File: config.mk
export PLATFORM = sky130hd
export DESIGN_NAME = fp_minmax_unit
export DESIGN_NICKNAME = d
export VERILOG_FILES = /design/src/rtl/fp_minmax_unit.sv
export SDC_FILE = /design/constraint.sdc
export NUM_CORES = 1
export LEC_CHECK = 0
export ABC_AREA = 1
export ABC_CLOCK_PERIOD_IN_PS = 3100
export BUFFER_PORTS_ARGS = -buffer_cell sky130_fd_sc_hd__buf_2
export CORE_UTILIZATION = 40
export DETAILED_ROUTE_END_ITERATION = 10
export PLACE_DENSITY = 0.67
export SYNTH_ARGS = -nofsm -noshare
export SYNTH_HDL_FRONTEND = slang
export SYNTH_SLANG_ARGS = --single-unit
export TNS_END_PERCENT = 1
File: constraint.sdc
create_clock -name clk -period 3.1 [get_ports clk]
set_input_delay 0.465 -clock clk [delete_from_list [all_inputs] [get_ports clk]]
set_output_delay 0.465 -clock clk [all_outputs]
set_load 0.02 [all_outputs]
File: src/rtl/fp_minmax_unit.sv
module fp_minmax_unit #(
  parameter bit OUT_REG = 1'b1
) (
  input  logic        clk,
  input  logic        rst_n,
  input  logic [63:0] op_a,
  input  logic [63:0] op_b,
  input  logic [3:0]  mode,
  input  logic        inv_en,
  output logic [63:0] result,
  output logic        snan_flag,
  output logic        wr_en
);
  localparam logic [63:0] EXP_ALL1 = 64'h7FF0_0000_0000_0000;
  localparam int          QBIT     = 51;

  logic [63:0] mag_a, mag_b, qa, qb, lhs, rhs, res_c;
  logic        a_nan, b_nan, a_sig, b_sig, any_sig, take_a, wr_c;

  assign mag_a = {1'b0, op_a[62:0]};
  assign mag_b = {1'b0, op_b[62:0]};
  assign a_nan = mag_a > EXP_ALL1;
  assign b_nan = mag_b > EXP_ALL1;
  assign a_sig = a_nan & ~op_a[QBIT];
  assign b_sig = b_nan & ~op_b[QBIT];
  assign any_sig = a_sig | b_sig;
  assign qa = op_a | (64'd1 << QBIT);
  assign qb = op_b | (64'd1 << QBIT);
  assign wr_c = ~inv_en | ~any_sig;

  always_comb begin
    lhs = op_a;
    rhs = op_b;
    if (mode[2] && mag_a != mag_b) begin
      lhs = mag_a;
      rhs = mag_b;
    end
    if (mode[2] && mode[1:0] == 2'b11) begin
      if (mag_a == 64'd0) lhs = 64'd0;
      if (mag_b == 64'd0) rhs = 64'd0;
    end
    if (mode[3]) begin
      lhs = rhs;
      rhs = mode[2] && mag_a != mag_b ? mag_a : op_a;
      if (mode[2] && mode[1:0] == 2'b11 && mag_a == 64'd0) rhs = 64'd0;
    end
    if (lhs[63]) take_a = rhs[63] ? (lhs > rhs) : 1'b1;
    else         take_a = rhs[63] ? 1'b0 : (lhs < rhs);
  end

  always_comb begin
    res_c = take_a ? op_a : op_b;
    if (a_nan || b_nan) begin
      unique case (mode[1:0])
        2'b00: begin
          if (a_sig)               res_c = qa;
          else if (b_sig)          res_c = qb;
          else if (a_nan && b_nan) res_c = qa;
          else if (a_nan)          res_c = op_b;
          else                     res_c = op_a;
        end
        2'b01: res_c = a_nan ? qa : qb;
        2'b10: begin
          if (a_nan && b_nan) res_c = qa;
          else if (a_nan)     res_c = op_b;
          else                res_c = op_a;
        end
        default: res_c = op_b;
      endcase
    end
  end

  generate
    if (OUT_REG) begin : g_reg
      logic primed;
      always_ff @(posedge clk) begin
        if (!rst_n) begin
          result    <= '0;
          snan_flag <= 1'b0;
          wr_en     <= 1'b0;
          primed    <= 1'b0;
        end else begin
          result    <= res_c;
          snan_flag <= any_sig;
          wr_en     <= wr_c;
          primed    <= 1'b1;
        end
      end

      assert_wr_gate_R10: assert property (@(posedge clk) disable iff (!rst_n)
        primed && !wr_en |-> snan_flag && $past(inv_en));

      assert_pick_R7: assert property (@(posedge clk) disable iff (!rst_n)
        primed && !$past(a_nan) && !$past(b_nan) |->
          (result == $past(op_a)) || (result == $past(op_b)));

      assert_csel_nan_R6: assert property (@(posedge clk) disable iff (!rst_n)
        primed && $past(mode[1:0]) == 2'b11 && $past(a_nan || b_nan) |->
          result == $past(op_b));

      assert_quiet_R2: assert property (@(posedge clk) disable iff (!rst_n)
        primed && $past(mode[1:0]) == 2'b01 && $past(a_nan || b_nan) |->
          result[QBIT] && result[62:52] == 11'h7FF);

      assert_flag_R1: assert property (@(posedge clk) disable iff (!rst_n)
        primed && snan_flag |-> $past(op_a[QBIT] == 1'b0 || op_b[QBIT] == 1'b0));
    end else begin : g_comb
      assign result    = res_c;
      assign snan_flag = any_sig;
      assign wr_en     = wr_c;
    end
  endgenerate
endmodule

==> qor.json, run 1 <==
{
  "status": {
    "outcome": "finished, violations left",
    "failed_checks": "setup timing"
  },
  "sta": {
    "final.setup.tns_ns": -6.50,
    "finalWorstSetupSlack_ns": -0.137,
    "rsz0062_at_grt": "true",
    "period_share_pct": 104,
    "maxSlewViolCount": 0,
    "setup_violations": 64,
    "worst_slew_pin_slew_ns": 0.821,
    "final_period_minus_worst_setup_slack_ns": 3.24,
    "slew_headroom_pct": 45.2,
    "timing_hold_violations_final": 0,
    "clock.fmax_mhz": 309
  },
  "finish": {
    "antenna-diode-count": 0,
    "layout-drive-gt1-share_pct": 31.7,
    "instances_no_fill": 2597,
    "num-nets-final": 2472,
    "area_growth_pct": 47.2
  },
  "synth": {
    "syn-instance-count": 1840,
    "synth_cell_types": 31,
    "synth_seq_cells": 66,
    "synth.top_cells.by_area": "sky130_fd_sc_hd__nand2_1 (27%), sky130_fd_sc_hd__dfxtp_1 (14%), sky130_fd_sc_hd__nand3_1 (11%)",
    "synth-seq-area-share_pct": 13.7,
    "postSynthNetCount": 2039,
    "synth_top_area_cell": "sky130_fd_sc_hd__nand2_1",
    "netlist_area_um2": 9650,
    "yosys.area.top_type_share_pct": 26.8,
    "yosysWarningCount": 0,
    "post_synth.cell_area_avg_um2": 5.24
  },
  "placed_design": {
    "dp_hpwl_um": 28800,
    "portBuffers": 200,
    "place_worst_setup_slack_ns": -0.638,
    "dp_cells": 2564,
    "place.gp.congestion": 0.961
  },
  "drt": {
    "post-route-drc-count": 0,
    "final_antenna_violating_net_count": 0,
    "met1Wirelength_um": 16900,
    "route.top_layer_used": "met4",
    "drt_iter0_markers": 1167,
    "route.detailed.vias_per_inst": 5.36,
    "detail_route.wl_per_cell_um": 15.2,
    "wl_met3_um": 3140,
    "firstDrtPassIters": 6,
    "totalWireLength_um": 39600,
    "vias": 13900,
    "detailroute.wirelength.met2_um": 18000
  },
  "global_routing": {
    "grt_first_pass_wirelength_um": 60600,
    "groute.usage.overall_pct": 30.9,
    "via_count_of_the_first_global_routing_pass": 12600,
    "remaining_global_route_overflow": 0,
    "largest_net_degree_at_the_start_of_global_routing": 63,
    "antenna_violations_before_repair": 0
  },
  "job": {
    "max_cap_viol_count": 0
  },
  "worst_setup_path": {
    "worstPathRequired_ns": 3.32,
    "crit_type": "in2reg",
    "cp_capture_type": "flip-flop",
    "startpoint_type": "input pin",
    "path_max_fanout": 8,
    "critical_path_arrival_ns": 3.46
  },
  "pwr": {
    "power_report.internal_total_mw": 2.60,
    "post_route_total_power_mw": 4.38,
    "power_frac_clock_pct": 25.6,
    "p_sw_share_pct": 40.8,
    "powerDensity_nw_per_um2": 309,
    "net-switching-power_mw": 1.79,
    "portion_of_total_power_attributed_to_combinational_logic_pct": 51.7,
    "vdd_drop_max_mv": 0.232,
    "seqPwrFrac_pct": 22.7,
    "p_leak_nw": 7.65
  },
  "clocking": {
    "cts_sinks": 66,
    "cts_max_level": 3,
    "cts_buffers": 9,
    "cts.path.max_buffers": 2,
    "tritoncts": "built",
    "clk_pin_slew_ns": 0.06,
    "cts_root_buf": "sky130_fd_sc_hd__clkbuf_16"
  },
  "floorplanning": {
    "design.core.area_um2": 23500,
    "num_rows": 56,
    "die_height_um": 157,
    "floorplan.io_pins": 201,
    "die_width_um": 157,
    "design.die.area_um2": 24800,
    "initial_utilization_pct": 41.0
  },
  "worst_hold_path": {
    "hold_path_class": "in2reg"
  }
}
[flip-flops by register name (all words and copies together), names as in the netlist]
signal and cells:
snan_flag 1, wr_en 1, result 64
[metrics by stage]
stage	hold slack [ns]	area, um2	utilization [%]
2_1_floorplan	0.561	9650	-
3_3_place_gp	0.706	13000	55.3
3_5_place_dp	0.707	13000	55.3
4_1_cts	0.336	13500	57.4
5_1_grt	0.350	14200	60.3
6_report	0.349	14200	60.3
[cells in the mapped netlist (all sizes together)]
master,number
nor3,15
or2,1
dfxtp,66
a21oi,143
o21ai,161
a31oi,1
o22ai,1
and3,1
o221ai,1
inv,173
nor4,1
o21bai,1
clkinv,1
ha,64
clkbuf,62
nand4,46
o21a,3
buf,43
nor2,116
nand2,694
o211ai,4
nand3,238
xnor2,1
xor2,3
[cells by family (layout without fill, tap and decap cells)]
logic type	count (synthesis)	in the layout	synth area share, %
compound gates	315	315	16.6
xor+xnor	4	4	0.363
fa+ha+maj	64	64	8.30
buf+inv	279	717	12.2
flops	66	66	13.7
simple gates	1112	1112	48.8
[repair_timing]
item | CTS | global route
pin swaps | 19 | 96
resized for setup | 51 | 220
setup endpoints to repair | 64 | 64
hold buffers | 0 | 0
cloned | 1 | 4
buffers inserted | 5 | 9
[area by class of cell]
type / instances / area (um2)
clock buffers: 14 / 264
repair buffers: 527 / 4010
flip-flops and latches: 66 / 1320
well taps: 319 / 399
fillers: 2344 / 9340
inverters: 174 / 676
multi-input cells: 1495 / 7500
clock inverters: 2 / 35.0
[critical path: stages]
cell and delay, ns:
sky130_fd_sc_hd__buf_2 0.15, sky130_fd_sc_hd__xor2_1 0.17, sky130_fd_sc_hd__nor2_1 0.09, sky130_fd_sc_hd__nand2_1 0.08, sky130_fd_sc_hd__nor2_2 0.14, sky130_fd_sc_hd__nand2_2 0.09, sky130_fd_sc_hd__nor2_1 0.11, sky130_fd_sc_hd__nand2_1 0.07
sky130_fd_sc_hd__nand2_2 0.12, sky130_fd_sc_hd__nand3_2 0.10, sky130_fd_sc_hd__nand2_2 0.09, sky130_fd_sc_hd__inv_2 0.05, sky130_fd_sc_hd__ha_4 0.26, sky130_fd_sc_hd__nand4_1 0.11, sky130_fd_sc_hd__nor2_2 0.16, sky130_fd_sc_hd__nand2_2 0.09
sky130_fd_sc_hd__nor2_4 0.14, sky130_fd_sc_hd__buf_6 0.11, sky130_fd_sc_hd__nand4_1 0.09, sky130_fd_sc_hd__nand2_2 0.11, sky130_fd_sc_hd__nand2_4 0.10, sky130_fd_sc_hd__nand2_8 0.17, sky130_fd_sc_hd__clkbuf_16 0.20, sky130_fd_sc_hd__nand2_2 0.04
sky130_fd_sc_hd__nand3_1 0.06, sky130_fd_sc_hd__a21oi_1 0.06
[layout by cell type (no fill, tap or decap), types with 3 or more instances in the layout]
cell and n:
sky130_fd_sc_hd__nand3_2 40, sky130_fd_sc_hd__inv_1 98, sky130_fd_sc_hd__dfxtp_1 66, sky130_fd_sc_hd__ha_1 63, sky130_fd_sc_hd__buf_2 141, sky130_fd_sc_hd__nand2_2 31
sky130_fd_sc_hd__buf_4 335, sky130_fd_sc_hd__a21oi_2 9, sky130_fd_sc_hd__buf_12 16, sky130_fd_sc_hd__inv_2 66, sky130_fd_sc_hd__nor2_2 18, sky130_fd_sc_hd__inv_4 9
sky130_fd_sc_hd__nor2_1 94, sky130_fd_sc_hd__buf_6 28, sky130_fd_sc_hd__o211ai_1 4, sky130_fd_sc_hd__nand4_1 46, sky130_fd_sc_hd__o21ai_0 160, sky130_fd_sc_hd__clkbuf_16 13
sky130_fd_sc_hd__clkbuf_1 3, sky130_fd_sc_hd__nor2_4 4, sky130_fd_sc_hd__a21oi_1 134, sky130_fd_sc_hd__nand2_1 661, sky130_fd_sc_hd__nand3_1 198, sky130_fd_sc_hd__o21a_1 3
sky130_fd_sc_hd__nor3_1 13
[path summary, 6_finish.rpt]
path	startpoint	to	slack, ns	depth (start not counted)
setup / recovery	op_a[18]	result[48]	-0.14	26
hold / removal	inv_en	wr_en	0.35	2
[power groups by stage]
stage | logic [mW] | registers [mW] | clock network (mW)
global placement | 1.93 | 1.02 | 0
finish | 2.26 | 0.996 | 1.12
detailed placement | 1.97 | 1.01 | 0
floorplan | 1.02 | 1.14 | 0
global route | 2.48 | 1.00 | 1.17
CTS | 2.05 | 0.995 | 1.12
[routing by layer]
metal  GRT usage [%]  vias to the layer above
met5               0                        -
met4            15.4                        0
met3            4.02                      104
met2            51.1                      640
met1            39.3                     6287
li1                -                     6895
Power figures use the tool's default switching activity.
==> inputs of run 2 (changes only) <==
Settings changed: ABC_AREA 1 to default, PLACE_DENSITY 0.67 to 0.7.
==> run 2 against run 1 <==
Compared with the run above: the flow still finishes with violations (setup timing); sequential share of layout area increased by 4.1 points; setup slack got worse by 0.80 ns; non-clock buffer count decreased by 139; flip-flop and latch count unchanged; wire length decreased by 39%; sequential power about the same; combinational power decreased by 24%; critical endpoint is now result[12].
==> qor.json, run 2 <==
{
  "synth": {
    "synth_seq_cells": {"value": 66, "change": "unchanged"},
    "asyncSetResetFlopFracSynth": {"value": 0, "unit": "%", "change": "unchanged"},
    "synth_compound_area_share": {"value": 7.87, "unit": "%", "change": "-8.7 points"},
    "synth_top_area_cell": "sky130_fd_sc_hd__dfxtp_1",
    "yosys-mux-area-fraction": {"value": 29.1, "unit": "%", "change": "+29 points"},
    "yosys.area_share.simple": {"value": 18.7, "unit": "%", "change": "-30 points"},
    "synth-main-ff-cell": "sky130_fd_sc_hd__dfxtp_1",
    "synth.top_cells.by_area": "sky130_fd_sc_hd__dfxtp_1 (20%), sky130_fd_sc_hd__mux2i_1 (19%), sky130_fd_sc_hd__ha_1 (12%)",
    "synth_top_family_by_area": "multiplexers",
    "yosys.area.top_type_share": {"value": 19.6, "unit": "%", "change": "-7.3 points"},
    "post_synth.cell_area_avg": {"value": 8.67, "unit": "um2", "change": "+65%"},
    "top_cells_by_instance_count_after_synthesis": "sky130_fd_sc_hd__nand2_1 (146), sky130_fd_sc_hd__mux2i_1 (128), sky130_fd_sc_hd__dfxtp_1 (66)",
    "yosysWarningCount": {"value": 0, "change": "unchanged"},
    "number_of_enable_flip_flop_cells_after_synthesis": {"value": 0, "change": "unchanged"},
    "netlist_area": {"value": 6750, "unit": "um2", "change": "-30%"},
    "synth_cell_types": {"value": 51, "change": "+65%"},
    "yosys.area_share.xor_xnor": {"value": 8.28, "unit": "%", "change": "+7.9 points"},
    "postSynthNetCount": {"value": 978, "change": "-52%"},
    "arithmetic_cell_share_of_the_synthesized_area_counting_full_adders_half_adders_and_majority_gates": {"value": 11.9, "unit": "%", "change": "+3.6 points"},
    "synth-seq-area-share": {"value": 19.6, "unit": "%", "change": "+5.9 points"},
    "synth.most_common_cell": "sky130_fd_sc_hd__nand2_1",
    "syn-instance-count": {"value": 779, "change": "-58%"}
  },
  "clocking": {
    "cts_root_buf": "sky130_fd_sc_hd__clkbuf_16",
    "cts_max_level": {"value": 3, "change": "unchanged"},
    "cts_sinks": {"value": 66, "change": "unchanged"},
    "cts.path.max_buffers": {"value": 2, "change": "unchanged"},
    "tritoncts": "built",
    "clk_pin_slew": {"value": 0.06, "unit": "ns", "change": "about the same"},
    "cts_buffers": {"value": 9, "change": "unchanged"},
    "holdBufCountCts": {"value": 0, "change": "unchanged"}
  },
  "finish": {
    "layout.cells.most_common": "sky130_fd_sc_hd__buf_2",
    "instances_no_fill": {"value": 1361, "change": "-48%"},
    "postLayoutCellArea": {"value": 9880, "unit": "um2", "change": "-30%"},
    "largest_register_ffs": {"value": 64, "change": "unchanged"},
    "num-fill-cells": {"value": 1455, "change": "-38%"},
    "layout-drive-gt1-share": {"value": 43.8, "unit": "%", "change": "+12 points"},
    "register_bank_with_the_most_flops": "result",
    "num-nets-final": {"value": 1334, "change": "-46%"},
    "layout.cells.most_common_list": "sky130_fd_sc_hd__buf_2 (193), sky130_fd_sc_hd__buf_4 (178), sky130_fd_sc_hd__nand2_1 (146)",
    "area_growth_pct": 46.3,
    "regs_by_ff_count": "result x64, snan_flag x1, wr_en x1"
  },
  "placed_design": {
    "dp_cells": {"value": 1331, "change": "-48%"},
    "place.gp.congestion": {"value": 0.917, "change": "-4.7%"},
    "placement.cell_area": {"value": 9210, "unit": "um2", "change": "-29%"},
    "dp_hpwl": {"value": 19100, "unit": "um", "change": "-34%"},
    "portBuffers": {"value": 200, "change": "unchanged"}
  },
  "global_routing": {
    "antenna_violations_before_repair": {"value": 2, "change": "+2"},
    "remaining_global_route_overflow": {"value": 0, "change": "unchanged"},
    "via_count_of_the_first_global_routing_pass": {"value": 7099, "change": "-43%"},
    "groute.usage.overall": {"value": 26.8, "unit": "%", "change": "-4.1 points"},
    "grt_first_pass_wirelength": {"value": 36200, "unit": "um", "change": "-40%"},
    "largest_net_degree_at_the_start_of_global_routing": {"value": 97, "change": "+54%"}
  },
  "drt": {
    "firstDrtPassIters": {"value": 5, "change": "-1"},
    "detail_route.wl_per_cell": {"value": 17.7, "unit": "um", "change": "+16%"},
    "vias": {"value": 7420, "change": "-47%"},
    "totalWireLength": {"value": 24100, "unit": "um", "change": "-39%"},
    "final_antenna_violating_net_count": {"value": 0, "change": "unchanged"},
    "route.detailed.vias_per_inst": {"value": 5.45, "change": "+1.7%"},
    "post-route-drc-count": {"value": 0, "change": "unchanged"},
    "drt_iter0_markers": {"value": 469, "change": "-60%"}
  },
  "worst_setup_path": {
    "cp_capture_type": "flip-flop",
    "crit_type": "in2reg",
    "path_max_fanout": {"value": 10, "change": "+2"},
    "worstPathRequired": {"value": 3.37, "unit": "ns", "change": "+0.05 ns"},
    "cp-startpoint": "op_a[22]",
    "critical_path_arrival": {"value": 4.31, "unit": "ns", "change": "+0.85 ns"},
    "startpoint_type": "input pin"
  },
  "sta": {
    "timing_hold_violations_final": {"value": 0, "change": "unchanged"},
    "final_period_minus_worst_setup_slack": {"value": 4.04, "unit": "ns", "change": "+0.799 ns"},
    "setup_violations": {"value": 64, "change": "unchanged"},
    "period_share": {"value": 130, "unit": "%", "change": "+26 points"},
    "worst_slew_pin_slew": {"value": 1.03, "unit": "ns", "change": "+0.209 ns"},
    "clock.fmax": {"value": 248, "unit": "MHz", "change": "-20%"},
    "rsz0062_at_grt": "true",
    "finalWorstSetupSlack": {"value": -0.936, "unit": "ns", "change": "-0.799 ns"},
    "slew_headroom": {"value": 31.1, "unit": "%", "change": "-14 points"},
    "maxSlewViolCount": {"value": 0, "change": "unchanged"}
  },
  "pwr": {
    "vdd_drop_max": {"value": 0.279, "unit": "mV", "change": "+20%"},
    "powerDensity": {"value": 371, "unit": "nW/um2", "change": "+20%"},
    "p_leak": {"value": 4.89, "unit": "nW", "change": "-36%"}
  },
  "worst_hold_path": {
    "timing.hold.worst_path_depth": {"value": 3, "change": "+1"},
    "worst_hold_startpoint": "op_b[63]",
    "hold_path_class": "in2reg",
    "worst_hold_path.endpoint": "result[63]"
  },
  "floorplanning": {
    "design.die.area": {"value": 17400, "unit": "um2", "change": "-30%"},
    "die_width": {"value": 132, "unit": "um", "change": "-16%"},
    "design.core.area": {"value": 16500, "unit": "um2", "change": "-30%"},
    "floorplan.io_pins": {"value": 201, "change": "unchanged"},
    "initial_utilization": {"value": 40.9, "unit": "%", "change": "-0.13 points"},
    "die_height": {"value": 132, "unit": "um", "change": "-16%"},
    "num_rows": {"value": 47, "change": "-16%"}
  },
  "job": {
    "max_cap_viol_count": {"value": 0, "change": "unchanged"}
  },
  "status": {
    "failed_checks": "setup timing",
    "outcome": "finished, violations left"
  }
}
run 2: kinds of logic (layout without fill, tap and decap cells):
| group | count (synthesis) | count (layout) |
|---|---|---|
| adder cells (fa/ha/maj) | 64 | 64 |
| AO/OA/AOI/OAI | 86 | 86 |
| buffers and inverters | 49 | 410 |
| flip-flops | 66 | 66 |
| other | 0 | 1 |
| multiplexers | 189 | 189 |
| AND/OR/NAND/NOR | 262 | 262 |
| XOR/XNOR | 63 | 63 |
run 2: worst max path at each step:
stage / cells after the start / slack [ns] / endpoint
6_report: 18 / -0.94 / result[12]
5_1_grt: 20 / -1.16 / result[12]
4_1_cts: 19 / -0.74 / result[21]
3_5_place_dp: 17 / -1.21 / result[21]
3_3_place_gp: 17 / -1.04 / result[20]
2_1_floorplan: 17 / -0.63 / result[0]
run 2: repair_timing:
action                                  CTS  global route
resized for setup                         9            29
hold endpoints to repair                  0             0
endpoints found under the setup margin   64            64
setup buffers                             1             8
pin swaps                                 2            19
cloned                                    0             4
run 2: stage by stage:
step | hold WS, ns | power, mW | TNS, ns | utilization [%] | worst slack [ns]
floorplan | 0.604 | 1.93 | -39.20 | - | -0.628
global placement | 0.724 | 2.54 | -64.68 | 55.7 | -1.04
detailed placement | 0.729 | 2.56 | -73.04 | 55.7 | -1.21
CTS | 0.358 | 3.54 | -42.77 | 57.7 | -0.736
global route | 0.393 | 3.87 | -69.41 | 59.8 | -1.16
finish | 0.375 | 3.67 | -55.90 | 59.8 | -0.936
run 2: layer usage:
layer | track usage, % | wire length, um
met5 | 1.11 | 13
met2 | 44.2 | 10900
met1 | 33.8 | 10500
met4 | 11.5 | 1050
met3 | 5.42 | 1690
run 2: report_power, final:
group	switching [mW]	total [mW]	internal [mW]
combinational	0.901	1.72	0.823
clock	0.392	0.951	0.560
sequential	0.0321	0.993	0.961
total	1.32	3.67	2.34
run 2: final cells by class:
| type | instances | area, um2 | area share, % |
|---|---|---|---|
| tap | 220 | 275 | 2.79 |
| inverter | 6 | 22.5 | 0.228 |
| clock inverter | 3 | 15.0 | 0.152 |
| sequential | 66 | 1320 | 13.4 |
| multi-input combinational | 664 | 5350 | 54.2 |
| clock buffer | 13 | 250 | 2.53 |
| timing repair buffer | 388 | 2640 | 26.7 |
| antenna | 1 | 2.50 | 0.0253 |
run 2: critical path, cell delays in order:
cell and delay (ns):
sky130_fd_sc_hd__buf_2 0.13, sky130_fd_sc_hd__xor2_1 0.20, sky130_fd_sc_hd__nor4_2 0.42, sky130_fd_sc_hd__nand4_2 0.15
sky130_fd_sc_hd__o31a_1 0.33, sky130_fd_sc_hd__or2_4 0.27, sky130_fd_sc_hd__ha_4 0.27, sky130_fd_sc_hd__nand4_1 0.12
sky130_fd_sc_hd__nor4_2 0.33, sky130_fd_sc_hd__nand2_1 0.13, sky130_fd_sc_hd__nor3_4 0.27, sky130_fd_sc_hd__a41oi_2 0.16
sky130_fd_sc_hd__and2_4 0.18, sky130_fd_sc_hd__o22ai_4 0.16, sky130_fd_sc_hd__o21a_4 0.20, sky130_fd_sc_hd__buf_4 0.15
sky130_fd_sc_hd__clkbuf_16 0.16, sky130_fd_sc_hd__mux2i_1 0.20
